**config.mk**
```make
export PLATFORM = sky130hd
export DESIGN_NAME = route_dispatch
export DESIGN_NICKNAME = d
export VERILOG_FILES = /design/src/rtl/route_dispatch_pkg.sv /design/src/rtl/dispatch_classify.sv /design/src/rtl/shim_builder.sv /design/src/rtl/shim_serializer.sv /design/src/rtl/route_dispatch.sv
export SDC_FILE = /design/constraint.sdc
export NUM_CORES = 1
export LEC_CHECK = 0
export BUFFER_PORTS_ARGS = -buffer_cell sky130_fd_sc_hd__buf_2
export CELL_PAD_IN_SITES_DETAIL_PLACEMENT = 1
export CELL_PAD_IN_SITES_GLOBAL_PLACEMENT = 2
export CORE_ASPECT_RATIO = 1.5
export CORE_MARGIN = 3
export CORE_UTILIZATION = 31
export CTS_CLUSTER_SIZE = 14
export DETAILED_ROUTE_END_ITERATION = 12
export GPL_TIMING_DRIVEN = 0
export MAX_ROUTING_LAYER = met4
export PLACE_DENSITY = 0.79
export SYNTH_ARGS = -nofsm -noshare
export SYNTH_HDL_FRONTEND = slang
export SYNTH_SLANG_ARGS = --single-unit
```
**constraint.sdc**
```tcl
create_clock -name clk_i -period 2.5 [get_ports clk_i]
set_input_delay 0.25 -clock clk_i [delete_from_list [all_inputs] [get_ports clk_i]]
set_output_delay 0.25 -clock clk_i [all_outputs]
set_load 0.01 [all_outputs]
```
**src/rtl/route_dispatch_pkg.sv**
```systemverilog
package route_dispatch_pkg;

  typedef enum logic [1:0] {
    KIND_FAST   = 2'd0,
    KIND_ENGINE = 2'd1,
    KIND_CTRL   = 2'd2,
    KIND_DROP   = 2'd3
  } route_kind_e;

  localparam logic [7:0] TY_NONE    = 8'h00;
  localparam logic [7:0] TY_ENGINE  = 8'h02;
  localparam logic [7:0] TY_NOROUTE = 8'h03;
  localparam logic [7:0] TY_TTL     = 8'h04;
  localparam logic [7:0] TY_OPTS    = 8'h05;
  localparam logic [7:0] TY_REDIR   = 8'h06;
  localparam logic [7:0] TY_INSPECT = 8'h07;
  localparam logic [7:0] TY_LOCAL   = 8'h08;
  localparam logic [7:0] TY_MONITOR = 8'h09;
  localparam logic [7:0] TY_LOG     = 8'h0a;

  typedef struct packed {
    logic hit;
    logic drop;
    logic nh_present;
    logic local_dlv;
    logic to_engine;
    logic inspect;
    logic monitor;
    logic key_err;
  } lk_flags_t;

endpackage

```
**src/rtl/dispatch_classify.sv**
```systemverilog
module dispatch_classify
  import route_dispatch_pkg::*;
#(
  parameter int IF_W = 16
) (
  input  lk_flags_t         flags_i,
  input  logic              exc_ttl_i,
  input  logic              exc_opt_i,
  input  logic [IF_W-1:0]   tx_if_i,
  input  logic [IF_W-1:0]   rx_if_i,
  output route_kind_e       kind_o,
  output logic [7:0]        type_o
);

  logic same_if;
  assign same_if = (tx_if_i == rx_if_i);

  always_comb begin
    kind_o = KIND_CTRL;
    type_o = TY_NONE;
    if (flags_i.drop) begin
      kind_o = KIND_DROP;
    end else if (flags_i.key_err) begin
      type_o = TY_LOG;
    end else if (exc_ttl_i) begin
      type_o = TY_TTL;
    end else if (exc_opt_i) begin
      type_o = TY_OPTS;
    end else if (!flags_i.hit) begin
      type_o = TY_NOROUTE;
    end else if (flags_i.local_dlv) begin
      type_o = TY_LOCAL;
    end else if (same_if) begin
      type_o = TY_REDIR;
    end else if (flags_i.inspect) begin
      type_o = TY_INSPECT;
    end else if (flags_i.monitor) begin
      type_o = TY_MONITOR;
    end else if (flags_i.to_engine) begin
      kind_o = KIND_ENGINE;
      type_o = TY_ENGINE;
    end else begin
      kind_o = KIND_FAST;
    end
  end

endmodule

```
**src/rtl/shim_builder.sv**
```systemverilog
module shim_builder
  import route_dispatch_pkg::*;
#(
  parameter int IF_W = 16,
  parameter int NH_W = 32,
  localparam int IFB    = IF_W / 8,
  localparam int NHB    = NH_W / 8,
  localparam int MAXB   = 2 + 2 * IFB + NHB,
  localparam int SHORTB = 2 + 2 * IFB,
  localparam int SHIM_W = MAXB * 8
) (
  input  route_kind_e         kind_i,
  input  logic [7:0]          type_i,
  input  logic                nh_present_i,
  input  logic [IF_W-1:0]     tx_if_i,
  input  logic [NH_W-1:0]     nh_addr_i,
  input  logic [IF_W-1:0]     rx_if_i,
  output logic [SHIM_W-1:0]   shim_o,
  output logic [7:0]          len_o
);

  logic [SHIM_W-1:0] full_v, short_v;

  assign full_v  = {type_i, 8'(MAXB), tx_if_i, nh_addr_i, rx_if_i};
  assign short_v = {type_i, 8'(SHORTB), tx_if_i, rx_if_i, {NH_W{1'b0}}};

  always_comb begin
    shim_o = '0;
    len_o  = 8'd0;
    if (kind_i == KIND_ENGINE && nh_present_i) begin
      shim_o = full_v;
      len_o  = 8'(MAXB);
    end else if (kind_i == KIND_ENGINE || kind_i == KIND_CTRL) begin
      shim_o = short_v;
      len_o  = 8'(SHORTB);
    end
  end

endmodule

```
**src/rtl/shim_serializer.sv**
```systemverilog
module shim_serializer #(
  parameter int MAXB = 10,
  localparam int SHIM_W = MAXB * 8,
  localparam int CNT_W  = $clog2(MAXB + 1)
) (
  input  logic              clk_i,
  input  logic              rst_ni,
  input  logic              load_i,
  input  logic [SHIM_W-1:0] shim_i,
  input  logic [7:0]        len_i,
  output logic              busy_o,
  output logic              valid_o,
  output logic [7:0]        byte_o,
  output logic              last_o
);

  logic [SHIM_W-1:0] sreg_q;
  logic [CNT_W-1:0]  cnt_q;

  always_ff @(posedge clk_i or negedge rst_ni) begin
    if (!rst_ni) begin
      sreg_q <= '0;
      cnt_q  <= '0;
    end else if (load_i) begin
      sreg_q <= shim_i;
      cnt_q  <= len_i[CNT_W-1:0];
    end else if (cnt_q != '0) begin
      sreg_q <= sreg_q << 8;
      cnt_q  <= cnt_q - 1'b1;
    end
  end

  assign busy_o  = (cnt_q != '0);
  assign valid_o = busy_o;
  assign byte_o  = sreg_q[SHIM_W-1 -: 8];
  assign last_o  = (cnt_q == CNT_W'(1));

endmodule

```
**src/rtl/route_dispatch.sv**
```systemverilog
module route_dispatch
  import route_dispatch_pkg::*;
#(
  parameter int               QID_W      = 20,
  parameter int               PORT_IN_W  = 4,
  parameter int               PORT_OUT_W = 8,
  parameter int               IF_W       = 16,
  parameter int               NH_W       = 32,
  parameter logic [QID_W-1:0] CTL_QID    = 20'h00001,
  parameter logic [PORT_OUT_W-1:0] CTL_PORT = 8'h0F,
  localparam int MAXB   = 2 + 2 * (IF_W / 8) + NH_W / 8,
  localparam int SHIM_W = MAXB * 8
) (
  input  logic                  clk_i,
  input  logic                  rst_ni,
  input  logic                  req_valid_i,
  output logic                  req_ready_o,
  input  logic                  hit_i,
  input  logic                  drop_i,
  input  logic                  nh_present_i,
  input  logic                  local_dlv_i,
  input  logic                  to_engine_i,
  input  logic                  inspect_i,
  input  logic                  monitor_i,
  input  logic                  key_err_i,
  input  logic                  exc_ttl_i,
  input  logic                  exc_opt_i,
  input  logic [PORT_IN_W-1:0]  out_port_i,
  input  logic [QID_W-1:0]      qid_i,
  input  logic [IF_W-1:0]       tx_if_i,
  input  logic [NH_W-1:0]       nh_addr_i,
  input  logic [IF_W-1:0]       rx_if_i,
  output logic                  dec_valid_o,
  output logic [1:0]            dec_kind_o,
  output logic [7:0]            dec_type_o,
  output logic [QID_W-1:0]      dec_qid_o,
  output logic [PORT_OUT_W-1:0] dec_port_o,
  output logic                  shim_valid_o,
  output logic [7:0]            shim_byte_o,
  output logic                  shim_last_o
);

  lk_flags_t         flags;
  route_kind_e       kind_d;
  logic [7:0]        type_d;
  logic [SHIM_W-1:0] shim_d;
  logic [7:0]        len_d;
  logic              busy, accept;
  logic [QID_W-1:0]  qid_d;
  logic [PORT_OUT_W-1:0] port_d;

  assign flags = '{hit: hit_i, drop: drop_i, nh_present: nh_present_i,
                   local_dlv: local_dlv_i, to_engine: to_engine_i,
                   inspect: inspect_i, monitor: monitor_i, key_err: key_err_i};

  assign req_ready_o = !busy;
  assign accept      = req_valid_i && req_ready_o;

  dispatch_classify #(.IF_W(IF_W)) u_cls (
    .flags_i   (flags),
    .exc_ttl_i (exc_ttl_i),
    .exc_opt_i (exc_opt_i),
    .tx_if_i   (tx_if_i),
    .rx_if_i   (rx_if_i),
    .kind_o    (kind_d),
    .type_o    (type_d)
  );

  shim_builder #(.IF_W(IF_W), .NH_W(NH_W)) u_bld (
    .kind_i       (kind_d),
    .type_i       (type_d),
    .nh_present_i (nh_present_i),
    .tx_if_i      (tx_if_i),
    .nh_addr_i    (nh_addr_i),
    .rx_if_i      (rx_if_i),
    .shim_o       (shim_d),
    .len_o        (len_d)
  );

  shim_serializer #(.MAXB(MAXB)) u_ser (
    .clk_i   (clk_i),
    .rst_ni  (rst_ni),
    .load_i  (accept),
    .shim_i  (shim_d),
    .len_i   (len_d),
    .busy_o  (busy),
    .valid_o (shim_valid_o),
    .byte_o  (shim_byte_o),
    .last_o  (shim_last_o)
  );

  always_comb begin
    unique case (kind_d)
      KIND_FAST, KIND_ENGINE: begin
        qid_d  = qid_i;
        port_d = PORT_OUT_W'(out_port_i);
      end
      KIND_CTRL: begin
        qid_d  = CTL_QID;
        port_d = CTL_PORT;
      end
      default: begin
        qid_d  = '0;
        port_d = '0;
      end
    endcase
  end

  always_ff @(posedge clk_i or negedge rst_ni) begin
    if (!rst_ni) begin
      dec_valid_o <= 1'b0;
      dec_kind_o  <= 2'd0;
      dec_type_o  <= 8'd0;
      dec_qid_o   <= '0;
      dec_port_o  <= '0;
    end else begin
      dec_valid_o <= accept;
      if (accept) begin
        dec_kind_o <= kind_d;
        dec_type_o <= type_d;
        dec_qid_o  <= qid_d;
        dec_port_o <= port_d;
      end
    end
  end

endmodule

```
==> results by group, run 1 <==
Run status
  – Run status: complete, but fails checks
  – Violations in the final reports: negative setup slack

STA
  – Final hold violation count: 0
  – Post-route worst setup slack: -0.05899 ns
  – Worst Tran Pin Value: 0.6441 ns
  – Post-layout min period: 2.559 ns
  – Worst rel slew slack: 57.06%
  – Skew final: 0.01196 ns
  – Highest Clock Rate: 390.8 MHz
  – Slew Limit Fails: 0
  – Final setup violation count: 11
  – Post-Route Setup TNS: -0.2905 ns
  – Share of the clock period used by the worst path: 102.4%
  – Setup repair after global routing missed its margin: yes

Drt
  – Initial DRC Count: 345
  – DR pass1 iterations: 6
  – Count of nets left with antenna violations after detail routing: 0
  – Vias: 5,114
  – Average wire per cell in the routed design: 20.45 um
  – Wire length reported by the detailed router: 20,000 um
  – Routed via count divided by cell count: 5.229
  – Number of remaining DRC errors: 0

Power and ir drop
  – Psw: 2.468 mW
  – Pwr Density: 994.2 nW/um^2
  – Switching power share of the total: 33.92%
  – IR Drop Worst-Case VDD: 0.0003399 V
  – Leak pwr: 3.694 nW
  – Combinational Power Share: 27.7%
  – Power consumption: 7.275 mW
  – Internal power component: 4.807 mW
  – Clock network fraction of total power: 33.8%
  – Sequential Power Share: 38.6%

Yosys
  – Arithmetic-cell share of the synthesized area counting full adders, half adders and majority gates: 0.9307%
  – Cells taking the most area after synthesis: dfrtp_1 54%, nand2_1 8.0%, o21ai_0 5.3%
  – Largest area contributor in the netlist: dfrtp_1
  – Number of enable flip-flop cells after synthesis: 0
  – Fraction of synthesized cell area in xor and xnor cells: 2.769%
  – Main combinational cell family by area after synthesis: compound AO/OA/AOI/OAI gates
  – Share of Yosys cell area claimed by the top area cell type: 53.51%
  – Top cells by count, synth: 115 x dfrtp_1, 115 x nand2_1, 57 x o21ai_0, 45 x nor2_1, 42 x a21oi_1
  – Synthesis warning total: 0
  – Fraction of the yosys area taken by sequential cells: 53.51%
  – Synthesis-stage register bit count: 115
  – Area share of and/or/nand/nor cells after synthesis: 15.66%
  – Mux contribution to synthesized area: 0%
  – Area fraction in compound gates after synthesis: 20.17%
  – Yosys cell types: 44
  – Post-Syn Area: 5378 um^2
  – Async SR Flop Fraction: 100.0%
  – Mean instance size in the synthesized netlist: 9.484 um^2
  – Leading register cell type out of synthesis: dfrtp_1
  – Synthesized instance count: 567

GRT
  – Maximum number of pins on one net before global-route repair: 74
  – Grt total ovfl: 0
  – Initial antenna violation count: 0
  – Global-route wire length before repair: 30,190 um
  – Via count of the first global-routing pass: 5,534
  – Total Routing Usage GR: 21.17%

Placement
  – Post-detail-place hpwl: 14,790 um
  – Worst slack, placed: -0.9054 ns
  – Total of buffers placed on input and output ports: 142
  – Last weighted congestion value of the routability-driven placer: 0.8433

Run
  – Max-Cap Viols: 0

Clock tree
  – Sink Count: 115
  – Clock root buffer: clkbuf_16
  – Number of buffers created by CTS: 17
  – Clock buffer depth: 2
  – Latest clock arrival within the worst-skew pair: 0.42 ns
  – CTS tree: done
  – Clock transition at the register clock pins on the worst setup and hold paths after CTS: 0.06 ns
  – # H-tree levels: 4

Worst setup path
  – Type of the worst setup path: input port to flop
  – Worst Setup Start Kind: input port
  – Data required time of the critical path: 2.78 ns
  – Maximum fanout encountered on the critical timing path: 6
  – Category of the worst setup path capture point: flop
  – Data arrival time of the critical path: 2.84 ns

Cells and area
  – Layout net count: 860
  – Layout Area Growth over Synthesis: 36.06%
  – Antenna diodes: 0
  – Proportion of layout cells with a drive suffix above 1: 32.94%
  – Fill cell total of the finished layout: 1,995

Floorplanning
  – Number of placement rows: 58
  – Number of top-level pins: 151
  – Die Width: 113.5 um
  – Starting density of the core: 31.80%
  – Die span in y: 167.3 um
  – Area of the core region: 16,910 um^2
  – Die outline area: 19,000 um^2

Min path
  – Worst hold path type: input port to flop
power by group through the flow:
stage | registers (mW) | clock network, mW | logic [mW]
6_report | 2.81 | 2.46 | 2.01
5_1_grt | 2.85 | 2.57 | 2.25
4_1_cts | 2.79 | 2.48 | 1.99
3_5_place_dp | 2.82 | 0 | 1.94
3_3_place_gp | 2.79 | 0 | 1.87
2_1_floorplan | 2.71 | 0 | 1.23
worst paths after layout:
check	start	depth (start not counted)	slack, ns	to
setup / recovery	tx_if_i[9]	14	-0.06	u_ser.sreg_q[58]
hold / removal	nh_addr_i[2]	3	0.06	u_ser.sreg_q[18]
setup reg to reg	u_ser.cnt_q[0]	9	0.22	dec_qid_o[14]
hold reg to reg	dec_qid_o[17]	2	0.48	dec_qid_o[17]
max in group asynchronous	rst_ni	3	1.44	u_ser.sreg_q[42]
min in group asynchronous	rst_ni	2	0.33	dec_qid_o[6]
layer usage:
metal  share of wire, %  GRT usage, %  up-vias
li1                   -             -     2340
met1                 39         23.78     2567
met2                 54         36.52      174
met3                4.2         3.688       33
met4                3.2         9.257        0
met5                  0             -        -
repair_timing:
item	in CTS	in global routing
cloned	0	1
resized for setup	9	29
hold buffers	1	0
pin swaps	7	14
endpoints found under the hold margin	42	0
setup endpoints to repair	84	75
buffers inserted	9	12
worst max-delay path: stages:
cell,delay (ns)
buf_6,0.10
xor2_2,0.17
nor4_2,0.36
buf_4,0.22
a41oi_4,0.16
a41oi_2,0.27
inv_1,0.07
ha_2,0.18
and2_4,0.15
and3_4,0.17
o21bai_4,0.21
buf_6,0.15
a222oi_1,0.28
inv_1,0.10
cell type report:
class                      instances  area (um^2)  area share [%]
buffer                            49        277.8           3.796
inverter                          25        93.84           1.282
sequential                       115         2878           39.33
multi-input combinational        381         2255           30.81
clock inverter                    14        153.9           2.103
clock buffer                      18        439.2           6.002
tap                              210        262.8           3.591
timing repair buffer             166        957.2           13.08
sequential cells by signal, indices dropped and copies added (netlist names):
| register | cells |
|---|---|
| dec_kind_o | 2 |
| dec_port_o | 4 |
| dec_qid_o | 20 |
| dec_type_o | 4 |
| dec_valid_o | 1 |
| u_ser.cnt_q | 4 |
| u_ser.sreg_q | 80 |
through the flow:
step | hold slack (ns) | area (um^2) | std cells | util (%)
6_report | 0.06486 | 7317 | 978 | 43.27
5_1_grt | 0.06439 | 7317 | 978 | 43.27
4_1_cts | 0.05663 | 7141 | 968 | 42.23
3_5_place_dp | 0.2089 | 6431 | 927 | 38.03
3_3_place_gp | 0.4579 | 6397 | 926 | 37.83
2_1_floorplan | -0.04559 | 5424 | 574 | -
kinds of logic (layout without fill, tap and decap cells):
group	count (synthesis)	count (layout)
and+or+nand+nor	191	191
AOI/OAI and AO/OA	161	161
DFF	115	115
buffers and inverters	78	272
xor gates and xnor gates	17	17
adders and majority gates	4	4
other	1	8
placed cells by master (no fill, tap or decap), types with 3 or more instances in the layout:
cell type,count
a21oi_1,42
a221o_1,7
a221oi_1,14
a222oi_1,16
a22o_1,7
and3_1,11
buf_2,141
buf_4,39
buf_6,7
clkbuf_1,22
clkbuf_16,17
clkinvlp_4,6
conb_1,8
dfrtp_1,115
ha_1,3
inv_1,24
inv_6,3
nand2_1,115
nor2_1,44
o21ai_0,57
o31ai_1,3
xor2_1,13
xor2_2,3
(Power assumes the default switching activity.)
==> inputs of run 2 (changes only) <==
--- a/config.mk
+++ b/config.mk
@@ -8,14 +8,15 @@
 export BUFFER_PORTS_ARGS = -buffer_cell sky130_fd_sc_hd__buf_2
 export CELL_PAD_IN_SITES_DETAIL_PLACEMENT = 1
 export CELL_PAD_IN_SITES_GLOBAL_PLACEMENT = 2
-export CORE_ASPECT_RATIO = 1.5
 export CORE_MARGIN = 3
-export CORE_UTILIZATION = 31
+export CORE_UTILIZATION = 32
+export CTS_BUF_LIST = sky130_fd_sc_hd__clkbuf_4 sky130_fd_sc_hd__clkbuf_8
 export CTS_CLUSTER_SIZE = 14
 export DETAILED_ROUTE_END_ITERATION = 12
 export GPL_TIMING_DRIVEN = 0
 export MAX_ROUTING_LAYER = met4
-export PLACE_DENSITY = 0.79
+export PLACE_DENSITY = 0.81
+export SKIP_LAST_GASP = 1
 export SYNTH_ARGS = -nofsm -noshare
 export SYNTH_HDL_FRONTEND = slang
 export SYNTH_SLANG_ARGS = --single-unit
==> results by group, run 2 (synthesis results as in run 1) <==
Worst setup path
  – Crit path cell chain: buf_4 -> xor2_4 -> nor4_4 -> a41oi_4 -> a41oi_4 -> inv_2 -> ha_4 -> and2_4 -> and3_4 -> o21bai_4 -> buf_6 -> a222oi_1 -> inv_1
  – Worst r2r src: u_ser.cnt_q[0]
  – Capture instance of the worst register-to-register path: u_ser.sreg_q[21]
  – Internal reg-to-reg setup slack: 0.30 ns
  – Cell type with the highest occurrence count on the critical path: a41oi_4
  – Stages on the worst setup path: 13
  – Number of buffers and inverters on the critical path: 4
  – Maximum fanout encountered on the critical timing path: 7
  – Data arrival time of the critical path: 2.77 ns
  – Worst Setup Start Kind: input port
  – Category of the worst setup path capture point: flop
  – Type of the worst setup path: input port to flop
  – Slowest stage cell, crit path: nor4_4
  – Number of cells on the worst reg-to-reg path: 9
  – Kind of cell with the highest combined delay on the critical path: compound AO/OA/AOI/OAI gates
  – Delay of the slowest critical-path stage: 0.37 ns
  – Data required time of the critical path: 2.83 ns

Cells and area
  – Most frequent cells in the layout: 142 x buf_2, 115 x nand2_1, 115 x dfrtp_1
  – Layout Area Growth over Synthesis: 32.13%
  – Layout net count: 853
  – Fill cell total of the finished layout: 1,922
  – Antenna diodes: 0
  – Proportion of layout cells with a drive suffix above 1: 32.06%
  – Biggest regs: u_ser.sreg_q (80), dec_qid_o (20)
  – Largest register by flop count: u_ser.sreg_q
  – Flip-flop count of the largest register, all copies and words added: 80
  – Number of standard cells in the layout, taps in and fillers out: 977
  – Most common cell after layout, fill and taps aside: buf_2

STA
  – Share of the clock period used by the worst path: 97.69%
  – Final setup violation count: 0
  – Post-layout min period: 2.442 ns
  – Post-route worst setup slack: 0.05783 ns
  – Slew Limit Fails: 0
  – Final hold violation count: 0
  – Setup repair after global routing missed its margin: yes
  – Skew final: 0.01086 ns
  – Highest Clock Rate: 409.5 MHz
  – Worst Tran Pin Value: 0.6650 ns
  – Worst rel slew slack: 55.66%

Placement
  – Total of buffers placed on input and output ports: 142
  – Worst slack, placed: -0.8489 ns
  – Post-detail-place hpwl: 14,080 um
  – Placed cells: 933
  – Last weighted congestion value of the routability-driven placer: 0.8613

GRT
  – Total Routing Usage GR: 21.39%
  – Grt total ovfl: 0
  – Via count of the first global-routing pass: 5,402
  – Initial antenna violation count: 0
  – Maximum number of pins on one net before global-route repair: 78
  – Global-route wire length before repair: 29,260 um

Power and ir drop
  – Power consumption: 6.582 mW
  – Switching power share of the total: 34.92%
  – Leak pwr: 3.574 nW
  – Internal power component: 4.284 mW
  – Pwr Density: 926.4 nW/um^2
  – Clock network fraction of total power: 27.8%
  – IR Drop Worst-Case VDD: 0.0003548 V
  – Combinational Power Share: 30.2%
  – Sequential Power Share: 41.9%
  – Psw: 2.299 mW

Clock tree
  – Clock root buffer: clkbuf_8
  – # H-tree levels: 4
  – Number of buffers created by CTS: 17
  – CTS tree: done
  – Latest clock arrival within the worst-skew pair: 0.45 ns
  – Clock transition at the register clock pins on the worst setup and hold paths after CTS: 0.08 ns
  – Sink Count: 115
  – Clock buffer depth: 2

Drt
  – Count of nets left with antenna violations after detail routing: 0
  – Wire length reported by the detailed router: 19,020 um
  – Vias: 5,066
  – Initial DRC Count: 343
  – Number of remaining DRC errors: 0
  – Average wire per cell in the routed design: 19.46 um
  – Routed via count divided by cell count: 5.185
  – DR pass1 iterations: 7

Min path
  – Hold path cells: 3
  – Worst-case hold path end point: u_ser.sreg_q[20]
  – Source of the worst hold timing path: nh_addr_i[4]
  – Worst hold path type: input port to flop

Run
  – Max-Cap Viols: 0

Floorplanning
  – Starting density of the core: 33.25%
  – Die Width: 135.6 um
  – Area of the core region: 16,170 um^2
  – Number of top-level pins: 151
  – Number of placement rows: 46
  – Die outline area: 18,400 um^2
  – Die span in y: 135.6 um

Run status
  – Run status: completed
-- run 2: changes by cell type in the layout (fill, tap and decap cells not counted), sizes merged --
cell and change:
clkinvlp -2, clkinv +2, bufinv +1, buf -8
-- run 2: per-stage QoR --
step	hold slack (ns)	setup TNS (ns)	cell area, um^2	utilization [%]
after floorplan	-0.04559	-0.9014	5424	-
after global placement	0.4570	-89.31	6405	39.60
after detailed placement	0.1806	-59.05	6439	39.81
after CTS	0.002334	0	6955	43.01
after global routing	0.006699	-0.3178	7106	43.93
final	0.02660	0	7106	43.93
-- run 2: repair_timing --
item / CTS / global route
buffers inserted: 9 / 3
hold buffers: 1 / 0
endpoints found under the hold margin: 38 / 0
endpoints found under the setup margin: 82 / 70
gates cloned: 1 / 0
pin swaps: 7 / 12
resized for setup: 7 / 34
-- run 2: layout make-up --
class,count,area [um^2],share of cell area [%]
buffer,51,287.8,4.050
clock buffer,17,234.0,3.293
clock inverter,15,182.7,2.571
inverter,25,93.84,1.321
multi-input combinational,381,2278,32.07
sequential,115,2878,40.50
tap,216,270.3,3.803
timing repair buffer,157,880.8,12.40
-- run 2: tightest hold or removal path, stage by stage --
cell and delay (ns):
buf_2 0.10, nand2_1 0.05, a21oi_1 0.05
-- run 2: power by group through the flow --
stage	Clock (mW)	Sequential (mW)	Combinational (mW)
floorplan	0	2.71	1.23
global placement	0	2.77	1.87
detailed placement	0	2.79	1.94
CTS	1.87	2.76	1.98
global route	1.96	2.82	2.24
finish	1.83	2.76	1.99
-- run 2: worst max-delay path by stage --
stage / slack, ns / endpoint / start
after detailed placement: -0.85 / u_ser.sreg_q[55] / rx_if_i[1]
after CTS: 0.02 / u_ser.sreg_q[55] / rx_if_i[6]
after floorplan: -0.09 / u_ser.sreg_q[54] / rx_if_i[11]
final: 0.06 / u_ser.sreg_q[56] / rx_if_i[11]
after global placement: -0.76 / u_ser.sreg_q[54] / rx_if_i[1]
after global routing: -0.08 / u_ser.sreg_q[56] / tx_if_i[1]
-- run 2: metal layers --
metal / GRT usage, % / wire length [um]
met5: - / 0
met4: 7.951 / 386
met3: 4.012 / 1129
met2: 34.40 / 9105
met1: 26.99 / 8394
